`src/rtl/muxport_pkg.sv`:
```
package muxport_pkg;
  localparam logic [1:0] MODE_SINGLE = 2'd3;

  function automatic logic is_expanded(input logic [1:0] m);
    return m != MODE_SINGLE;
  endfunction
endpackage

```
`src/rtl/muxport_regs.sv`:
```
module muxport_regs
  import muxport_pkg::*;
#(
  parameter int W = 8,
  parameter int AW = 16,
  parameter logic [AW-1:0] DIR_ADDR = 16'hFE3E,
  parameter logic [AW-1:0] DAT_ADDR = 16'hFF0E,
  parameter logic [AW-1:0] PIN_ADDR = 16'hFFBE
) (
  input  logic          clk,
  input  logic          hard_rst,
  input  logic          man_rst,
  input  logic [1:0]    mode,
  input  logic          wr,
  input  logic [AW-1:0] addr,
  input  logic [W-1:0]  wdata,
  output logic [W-1:0]  dir_q,
  output logic [W-1:0]  dat_q
);
  localparam logic [W-1:0] DIR_EXP_INIT = {1'b1, {(W-1){1'b0}}};

  always_ff @(posedge clk) begin
    if (hard_rst) begin
      dir_q <= is_expanded(mode) ? DIR_EXP_INIT : '0;
      dat_q <= '0;
    end else if (man_rst) begin
      dat_q <= '0;
    end else if (wr) begin
      if (addr == DIR_ADDR) dir_q <= wdata;
      if (addr == DAT_ADDR) dat_q <= wdata;
    end
  end

  assert_reset_value_R1: assert property (@(posedge clk) disable iff (hard_rst)
    $fell(hard_rst) |-> (dat_q == '0 &&
      dir_q == (is_expanded($past(mode)) ? DIR_EXP_INIT : '0)));

  assert_manual_keeps_dir_R2: assert property (@(posedge clk) disable iff (hard_rst)
    man_rst |=> (dir_q == $past(dir_q) && dat_q == '0));

  assert_pin_addr_write_ignored_R3: assert property (@(posedge clk) disable iff (hard_rst)
    (wr && !man_rst && addr == PIN_ADDR) |=>
      (dir_q == $past(dir_q) && dat_q == $past(dat_q)));
endmodule

```
`src/rtl/muxport_sync.sv`:
```
module muxport_sync #(
  parameter int W = 8,
  parameter int STAGES = 2
) (
  input  logic         clk,
  input  logic         rst,
  input  logic [W-1:0] d,
  output logic [W-1:0] q
);
  logic [W-1:0] stage [STAGES];

  for (genvar s = 0; s < STAGES; s++) begin : g_stage
    always_ff @(posedge clk) begin
      if (rst) stage[s] <= '0;
      else     stage[s] <= (s == 0) ? d : stage[(s == 0) ? 0 : s-1];
    end
  end

  assign q = stage[STAGES-1];
endmodule

```
`src/rtl/muxport_route.sv`:
```
module muxport_route
  import muxport_pkg::*;
#(
  parameter int W = 8,
  parameter int NLO = 3
) (
  input  logic [1:0]   mode,
  input  logic [W-1:0] dir_q,
  input  logic [W-1:0] dat_q,
  input  logic         sysclk_in,
  input  logic [W-2:0] ctl_val,
  input  logic [NLO-1:0] ctl_oe,
  input  logic [NLO-1:0] bc_en,
  input  logic         sw_stby,
  input  logic         stby_hiz,
  input  logic [W-1:0] prev_out,
  input  logic [W-1:0] prev_oe,
  output logic [W-1:0] nxt_out,
  output logic [W-1:0] nxt_oe,
  output logic [W-1:0] gpio_own
);
  logic expd;
  assign expd = is_expanded(mode);

  for (genvar i = 0; i < W; i++) begin : g_pin
    logic out_b, oe_b, gp_b;
    if (i == W-1) begin : g_clk
      always_comb begin
        if (expd) begin
          gp_b  = 1'b0;
          oe_b  = dir_q[i];
          out_b = sysclk_in;
        end else begin
          gp_b  = 1'b1;
          oe_b  = dir_q[i];
          out_b = dat_q[i];
        end
      end
    end else begin : g_shared
      logic bus_own, bus_oe;
      if (i >= NLO) begin : g_hi
        assign bus_own = expd;
        assign bus_oe  = 1'b1;
      end else begin : g_lo
        assign bus_own = expd & bc_en[i];
        assign bus_oe  = ctl_oe[i];
      end
      always_comb begin
        gp_b = !bus_own;
        if (!bus_own) begin
          oe_b  = dir_q[i];
          out_b = dat_q[i];
        end else if (sw_stby) begin
          oe_b  = stby_hiz ? 1'b0 : prev_oe[i];
          out_b = prev_out[i];
        end else begin
          oe_b  = bus_oe;
          out_b = ctl_val[i];
        end
      end
    end
    assign nxt_out[i]  = out_b;
    assign nxt_oe[i]   = oe_b;
    assign gpio_own[i] = gp_b;
  end
endmodule

```
`src/rtl/muxport_top.sv`:
```
module muxport_top
  import muxport_pkg::*;
#(
  parameter int W = 8,
  parameter int NLO = 3,
  parameter int AW = 16,
  parameter int SYNC_STAGES = 2,
  parameter logic [AW-1:0] DIR_ADDR = 16'hFE3E,
  parameter logic [AW-1:0] DAT_ADDR = 16'hFF0E,
  parameter logic [AW-1:0] PIN_ADDR = 16'hFFBE
) (
  input  logic           clk,
  input  logic           por,
  input  logic           hw_stby,
  input  logic           man_rst,
  input  logic           sw_stby,
  input  logic           stby_hiz,
  input  logic [1:0]     mode,
  input  logic [AW-1:0]  bus_addr,
  input  logic           bus_wr,
  input  logic           bus_rd,
  input  logic [W-1:0]   bus_wdata,
  output logic [W-1:0]   bus_rdata,
  input  logic           sysclk_in,
  input  logic [W-2:0]   ctl_val,
  input  logic [NLO-1:0] ctl_oe,
  input  logic [NLO-1:0] bc_en,
  input  logic [W-1:0]   pin_in,
  output logic [W-1:0]   pin_out,
  output logic [W-1:0]   pin_oe
);
  logic hard_rst;
  logic [W-1:0] dir_q, dat_q, sync_q, nxt_out, nxt_oe, gpio_own, gp_drive, pin_state;

  assign hard_rst = por | hw_stby;

  muxport_regs #(.W(W), .AW(AW), .DIR_ADDR(DIR_ADDR), .DAT_ADDR(DAT_ADDR),
                 .PIN_ADDR(PIN_ADDR)) u_regs (
    .clk(clk), .hard_rst(hard_rst), .man_rst(man_rst), .mode(mode),
    .wr(bus_wr), .addr(bus_addr), .wdata(bus_wdata),
    .dir_q(dir_q), .dat_q(dat_q)
  );

  muxport_sync #(.W(W), .STAGES(SYNC_STAGES)) u_sync (
    .clk(clk), .rst(hard_rst), .d(pin_in), .q(sync_q)
  );

  muxport_route #(.W(W), .NLO(NLO)) u_route (
    .mode(mode), .dir_q(dir_q), .dat_q(dat_q), .sysclk_in(sysclk_in),
    .ctl_val(ctl_val), .ctl_oe(ctl_oe), .bc_en(bc_en),
    .sw_stby(sw_stby), .stby_hiz(stby_hiz),
    .prev_out(pin_out), .prev_oe(pin_oe),
    .nxt_out(nxt_out), .nxt_oe(nxt_oe), .gpio_own(gpio_own)
  );

  assign gp_drive  = gpio_own & dir_q;
  assign pin_state = (gp_drive & dat_q) | (~gp_drive & sync_q);

  always_ff @(posedge clk) begin
    if (hard_rst) begin
      pin_out <= '0;
      pin_oe  <= '0;
    end else begin
      pin_out <= nxt_out;
      pin_oe  <= nxt_oe;
    end
  end

  always_ff @(posedge clk) begin
    if (hard_rst || !bus_rd) begin
      bus_rdata <= '0;
    end else begin
      case (bus_addr)
        DIR_ADDR: bus_rdata <= '1;
        DAT_ADDR: bus_rdata <= dat_q;
        PIN_ADDR: bus_rdata <= pin_state;
        default:  bus_rdata <= '0;
      endcase
    end
  end

  assert_dir_reads_ones_R4: assert property (@(posedge clk) disable iff (hard_rst)
    (bus_rd && bus_addr == DIR_ADDR) |=> bus_rdata == '1);

  assert_no_read_zero_R4: assert property (@(posedge clk) disable iff (hard_rst)
    !bus_rd |=> bus_rdata == '0);

  assert_single_chip_dir_R6: assert property (@(posedge clk) disable iff (hard_rst)
    (mode == MODE_SINGLE) |=> pin_oe == $past(dir_q));

  assert_bus_pins_drive_R8: assert property (@(posedge clk) disable iff (hard_rst)
    (is_expanded(mode) && !sw_stby) |=> pin_oe[W-2:NLO] == '1);

  assert_clock_pin_R7: assert property (@(posedge clk) disable iff (hard_rst)
    is_expanded(mode) |=> pin_out[W-1] == $past(sysclk_in));

  assert_standby_hiz_R10: assert property (@(posedge clk) disable iff (hard_rst)
    (is_expanded(mode) && sw_stby && stby_hiz) |=> pin_oe[W-2:NLO] == '0);

  assert_standby_hold_R10: assert property (@(posedge clk) disable iff (hard_rst)
    (is_expanded(mode) && sw_stby) |=> $stable(pin_out[W-2:NLO]));
endmodule

```
`config.mk`:
```
export PLATFORM = sky130hd
export DESIGN_NAME = muxport_top
export DESIGN_NICKNAME = d
export VERILOG_FILES = /design/src/rtl/muxport_pkg.sv /design/src/rtl/muxport_regs.sv /design/src/rtl/muxport_sync.sv /design/src/rtl/muxport_route.sv /design/src/rtl/muxport_top.sv
export SDC_FILE = /design/constraint.sdc
export NUM_CORES = 1
export LEC_CHECK = 0
export ABC_AREA = 1
export BUFFER_PORTS_ARGS = -buffer_cell sky130_fd_sc_hd__clkbuf_2
export CAP_MARGIN = 10
export CORE_MARGIN = 10
export CORE_UTILIZATION = 54
export CTS_CLUSTER_SIZE = 25
export DETAILED_ROUTE_END_ITERATION = 10
export GPL_TIMING_DRIVEN = 0
export PLACE_DENSITY = 0.82
export SYNTH_ARGS = -nofsm -noshare
export SYNTH_HDL_FRONTEND = slang
export SYNTH_SLANG_ARGS = --single-unit
```
`constraint.sdc`:
```
create_clock -name clk -period 5 [get_ports clk]
set_clock_uncertainty 0.15 [all_clocks]
set_input_delay 0.5 -clock clk [delete_from_list [all_inputs] [get_ports clk]]
set_output_delay 0.5 -clock clk [all_outputs]
set_load 0.05 [all_outputs]
```
==> results.toml, run 1 <==
[pwr]
p_leak_uw = 0.00163
power_uw = 829
p_per_area_nw_per_um2 = 274
p_sw_share_pct = 25.7
ir_drop_uv = 166
p_int_uw = 616
power_frac_comb_pct = 11.9
p_clk_share_pct = 30.7
p_switching_uw = 213
sequentialPowerShare_pct = 57.5

[timing]
worst_pin_slew_ns = 0.984
hold_violations = 0
max-slew-margin-rel_pct = 34.0
tns_ns = 0
finalCritPeriodShare_pct = 44.9
setup_viol = 0
whs_ns = 0.212
rsz0062_at_grt = "false"
setup_ws_ns = 2.76
clock.fmax_mhz = 446
finalCriticalPeriod_ns = 2.24
report.final.slew_viol_count = 0

[setup_path]
end_kind = "flop"
worstPathMaxFanout = 10
required_ns = 4.79
critPathKind = "in2reg"
arrival_ns = 2.04
cp-start-kind = "primary input"

[cts]
cts_buffers = 5
clock_latency_ns = 0.32
clockBufferDepth = 2
clock-root-buffer = "clkbuf_8"
cts.htree.levels = 2
tritoncts = "built"
cts_sinks = 56
ctsResizeCount = 0
clk_pin_slew_ns = 0.09
ctsHoldBuffers = 0
cts_setup_buffers = 0

[logic_synthesis]
synth_top_cell_by_area = "dfxtp_1"
avgSynthCellArea_sq_um = 7.13
synth_area_sq_um = 2460
yosys-top-cells-area = "dfxtp_1 (39%), nand2_1 (12%), nor2_1 (12%)"
synthDistinctLibCells = 27
synth_ff_type = "dfxtp_1"
synth_commonest_cells = "nand2_1 (79), nor2_1 (77), inv_1 (57)"
syn_inst = 345
synth_edf_count = 8
synth.most_common_cell = "nand2_1"
ys_warn_count = 0
synth_seq_area_share_pct = 48.8
synthesis.nets = 401
ys_seq_elements = 56
synth_top_area_share_pct = 39.1
async_reset_ff_share_pct = 0

[route]
drt_iter0_markers = 195
ant_nets = 0
vias = 2372
drt-pass1-iter-count = 5
drc = 0
wirelength_um = 6480
routed_via_density = 4.90
wl_per_cell_um = 13.4

[floorplanning]
fp.dieH_um = 87.5
chipWidth_um = 87.5
die-area_sq_um = 7650
ioPinCount = 80
coreArea_sq_um = 4380
start_util_pct = 56.1
num_rows = 24

[global_routing]
grt_pass1_vias = 2361
grt_pass1_wl_um = 10600
grt_overflow_total = 0
grt_max_degree = 17
antenna_found_initial = 0
grt_util_all_layers_pct = 17.2

[finish]
area_growth_pct = 22.7
diodes = 0
fin_util_pct = 68.9
layout-drive-gt1-share_pct = 25.2
fill_cells = 395
nNetsFinal = 487

[placed_design]
port_buffers = 79
dpl.hpwl_um = 4980
gp_congestion = 0.826
pre_cts_slack_ns = 2.42

[outcome]
outcome = "completed"

[worst_hold_path]
hold_path.class = "in2reg"

[flow_run]
cap_viol_max_count = 0
## placed cells by master, fill, tap and decap left out
cell / Yosys / final
nor2_4: 1 / 1
clkbuf_2: 0 / 79
clkinvlp_4: 0 / 1
a31oi_1: 7 / 7
nor2_8: 1 / 1
o31ai_2: 0 / 1
dfxtp_1: 48 / 48
a211oi_1: 1 / 1
edfxtp_1: 8 / 8
nand2_2: 4 / 4
clkbuf_1: 4 / 5
nand4_1: 5 / 5
clkbuf_8: 0 / 6
nor2_2: 5 / 5
o211ai_1: 1 / 1
o21ai_1: 2 / 2
buf_4: 1 / 1
nand2_4: 1 / 1
o22ai_1: 2 / 2
nand3_2: 1 / 1
nand3_4: 1 / 1
nand3_1: 17 / 17
buf_6: 1 / 1
a21oi_1: 3 / 3
nor2_1: 77 / 77
buf_2: 1 / 1
nand2_1: 79 / 79
inv_2: 5 / 5
inv_1: 57 / 57
o21ai_0: 11 / 11
## logic make-up after synthesis
logic type / Yosys count / share of synthesized area [%]
flip-flops: 56 / 48.8
AND/OR/NAND/NOR: 192 / 33.7
buffers and inverters: 69 / 11.0
AO/OA/AOI/OAI: 28 / 6.46
## power groups by stage
stage | Clock (uW) | Sequential, uW | Combinational [uW]
after floorplan | 0 | 503 | 37.8
after global placement | 0 | 486 | 94.8
after detailed placement | 0 | 487 | 97.3
after CTS | 255 | 476 | 98.1
after global routing | 273 | 478 | 108
final | 254 | 476 | 98.2
## cell type report
type,instances,area (sq um),share of cell area [%]
Buffer,7,38.8,1.28
Multi-Input combinational cell,220,992,32.9
Tap cell,52,65.1,2.15
Sequential cell,56,1200,39.8
Timing Repair Buffer,79,395,13.1
Clock buffer,7,86.3,2.86
Inverter,62,233,7.71
Clock inverter,1,7.51,0.249
## sequential cells by signal (all words and copies together), names as in the netlist
name          cells
pin_oe            8
u_regs.dat_q      8
bus_rdata         8
pin_out           8
u_regs.dir_q      8
u_sync.stage     16
## worst paths after layout
| check | startpoint | endpoint | slack [ns] | depth (start not counted) |
|---|---|---|---|---|
| max | bus_addr[1] | u_regs.dir_q[6] | 2.76 | 7 |
| min | pin_in[4] | u_sync.stage[0][4] | 0.21 | 3 |
| max reg2reg | u_regs.dir_q[5] | bus_rdata[5] | 3.81 | 5 |
| min reg2reg | u_sync.stage[0][7] | u_sync.stage[1][7] | 0.26 | 2 |
## metrics by stage
step	cell area, sq um	std cells
after floorplan	2460	345
after detailed placement	2930	476
after CTS	3020	484
after global placement	2920	476
after global routing	3020	484
final	3020	484
## critical path, stage by stage
cell and delay (ns):
clkbuf_2 0.10, inv_2 0.03, nor2_2 0.08, nand2_2 0.11, nor2_1 0.11, nand2_1 0.24
o31ai_2 0.86
## layer usage
layer / vias to the layer above / part of all wire [%] / global-route usage, %
met4: 0 / 1.4 / 4.93
met1: 1034 / 41 / 19.9
met2: 105 / 47 / 29.4
li1: 1222 / - / -
met3: 11 / 10 / 5.34
met5: - / 0 / 0
No activity file was read; power rests on OpenSTA's default activity.
==> run 2, diff against run 1 <==
--- a/config.mk
+++ b/config.mk
@@ -9,11 +9,11 @@
 export BUFFER_PORTS_ARGS = -buffer_cell sky130_fd_sc_hd__clkbuf_2
 export CAP_MARGIN = 10
 export CORE_MARGIN = 10
-export CORE_UTILIZATION = 54
+export CORE_UTILIZATION = 50
 export CTS_CLUSTER_SIZE = 25
 export DETAILED_ROUTE_END_ITERATION = 10
 export GPL_TIMING_DRIVEN = 0
-export PLACE_DENSITY = 0.82
+export PLACE_DENSITY = 0.77
 export SYNTH_ARGS = -nofsm -noshare
 export SYNTH_HDL_FRONTEND = slang
 export SYNTH_SLANG_ARGS = --single-unit
==> constraint.sdc (replaced) <==
create_clock -name clk -period 2.1 [get_ports clk]
set_clock_uncertainty 0.15 [all_clocks]
set_input_delay 0.21 -clock clk [delete_from_list [all_inputs] [get_ports clk]]
set_output_delay 0.21 -clock clk [all_outputs]
set_load 0.05 [all_outputs]
==> results.toml, run 2 (same netlist as run 1, synthesis figures left out) <==
[outcome]
outcome = "completed"

[global_routing]
top_usage_layer = "met2"
antenna_found_initial = 0
grt_overflow_total = 0
gr-usage-met2_pct = 28.0
global_route.usage.met3_pct = 4.82
grt_pass1_wl_um = 11100
grt_pass1_vias = 2428
grt_max_degree = 18
grt_util_all_layers_pct = 16.3
met1_usage_pct = 19.2

[worst_hold_path]
hold_path.class = "in2reg"
whs_path_depth = 3

[timing]
max-slew-margin-rel_pct = 60.5
hold_violations = 0
setup_viol = 0
finalCriticalPeriod_ns = 1.69
report.final.slew_viol_count = 0
rsz0062_at_grt = "false"
tns_ns = 0
worst_pin_slew_ns = 0.592
clock.fmax_mhz = 590
finalCritPeriodShare_pct = 80.6

[cts]
tritoncts = "built"
cts_setup_buffers = 0
cts_buffers = 5
cts_sinks = 56
clockBufferDepth = 2
clock_latency_ns = 0.31
clk_pin_slew_ns = 0.09
clock-root-buffer = "clkbuf_8"
cts.htree.levels = 2

[setup_path]
end_kind = "flop"
worstPathMaxFanout = 10
r2r_start = "u_regs.dir_q[4]"
critPathKind = "in2reg"
r2r-end = "bus_rdata[4]"
r2r_cells = 5
crit_end = "u_regs.dir_q[5]"
arrival_ns = 1.49
cp-start-kind = "primary input"
reg2reg_setup_slack_ns = 0.94
required_ns = 1.90
startpoint = "bus_addr[1]"

[finish]
nNetsFinal = 498
area_growth_pct = 27.9
stdcell_count = 510
layout-drive-gt1-share_pct = 24.6
fin_area_sq_um = 3150
top_register = "u_sync.stage"
diodes = 0
largest_reg_flops = 16
fin_util_pct = 66.2
layout_common_cells = "nand2_1 (79), clkbuf_2 (79), nor2_1 (77), inv_1 (57), dfxtp_1 (48)"

[route]
drc = 0
routed_via_density = 4.80
drt_iter0_markers = 185
wirelength_um = 6620
vias = 2447
drt-pass1-iter-count = 4
ant_nets = 0
wl_per_cell_um = 13.0

[pwr]
power_uw = 1950
p_leak_uw = 0.00168
p_per_area_nw_per_um2 = 621
ir_drop_uv = 527

[floorplanning]
chipWidth_um = 90.1
ioPinCount = 80
coreArea_sq_um = 4750
num_rows = 25
die-area_sq_um = 8130
start_util_pct = 51.7
fp.dieH_um = 90.1

[placed_design]
gp_congestion = 0.834
dpl.hpwl_um = 5170
dpl_cell_area_sq_um = 2940
port_buffers = 79
place_inst = 491

[flow_run]
cap_viol_max_count = 0
[run 2: cell count changes in the layout (fill, tap and decap cells not counted)]
cell           before  now
clkinvlp_4          1    0
clkinv_2            0    1
o31ai_4             0    1
o31ai_2             1    0
clkbuf_8            6    5
inv_4               0    1
dlygate4sd3_1       0   11
[run 2: cell type report]
cell class | instances | area, sq um
sequential | 56 | 1200
multi-input combinational | 220 | 1000
clock buffer | 6 | 72.6
timing repair buffer | 90 | 505
tap | 67 | 83.8
buffer | 7 | 38.8
clock inverter | 2 | 11.3
fill | 427 | 1610
inverter | 62 | 233
[run 2: report_power, final]
group          total [uW]  switching (uW)  internal (uW)
Combinational         252             161           90.9
Clock                 569             334            235
Sequential           1130            12.5           1120
[run 2: how the worst min path moves through the flow]
| stage | start | end | slack (ns) |
|---|---|---|---|
| global placement | u_sync.stage[0][4] | u_sync.stage[1][4] | 0.24 |
| global route | bus_wdata[7] | u_regs.dat_q[7] | 0.001 |
| detailed placement | u_sync.stage[0][3] | u_sync.stage[1][3] | 0.25 |
| floorplan | pin_in[0] | u_sync.stage[0][0] | 0.17 |
| CTS | bus_wdata[7] | u_regs.dat_q[7] | 0.003 |
| finish | sysclk_in | pin_out[7] | 0.007 |
[run 2: metal layers]
layer	vias to the layer above	wire length, um
met5	-	0
met4	0	148
met3	12	467
met2	88	3260
met1	1096	2750
li1	1251	-
[run 2: through the flow]
step                      setup slack [ns]  hold WS [ns]
final                                0.407       0.00724
after global routing                 0.268       0.00144
after CTS                           0.0894       0.00340
after detailed placement            -0.232         0.247
after global placement              -0.565         0.245
after floorplan                      0.140         0.172
[run 2: repair_timing]
action                                  4_1_cts  5_1_grt
resized for setup                             0        1
hold buffers                                 11        0
endpoints found under the hold margin        11        0
endpoints found under the setup margin        0        5
[run 2: critical path: stages]
cell	delay [ns]
clkbuf_2	0.10
inv_2	0.03
nor2_2	0.08
nand2_2	0.11
nor2_1	0.10
nand2_1	0.26
o31ai_4	0.59
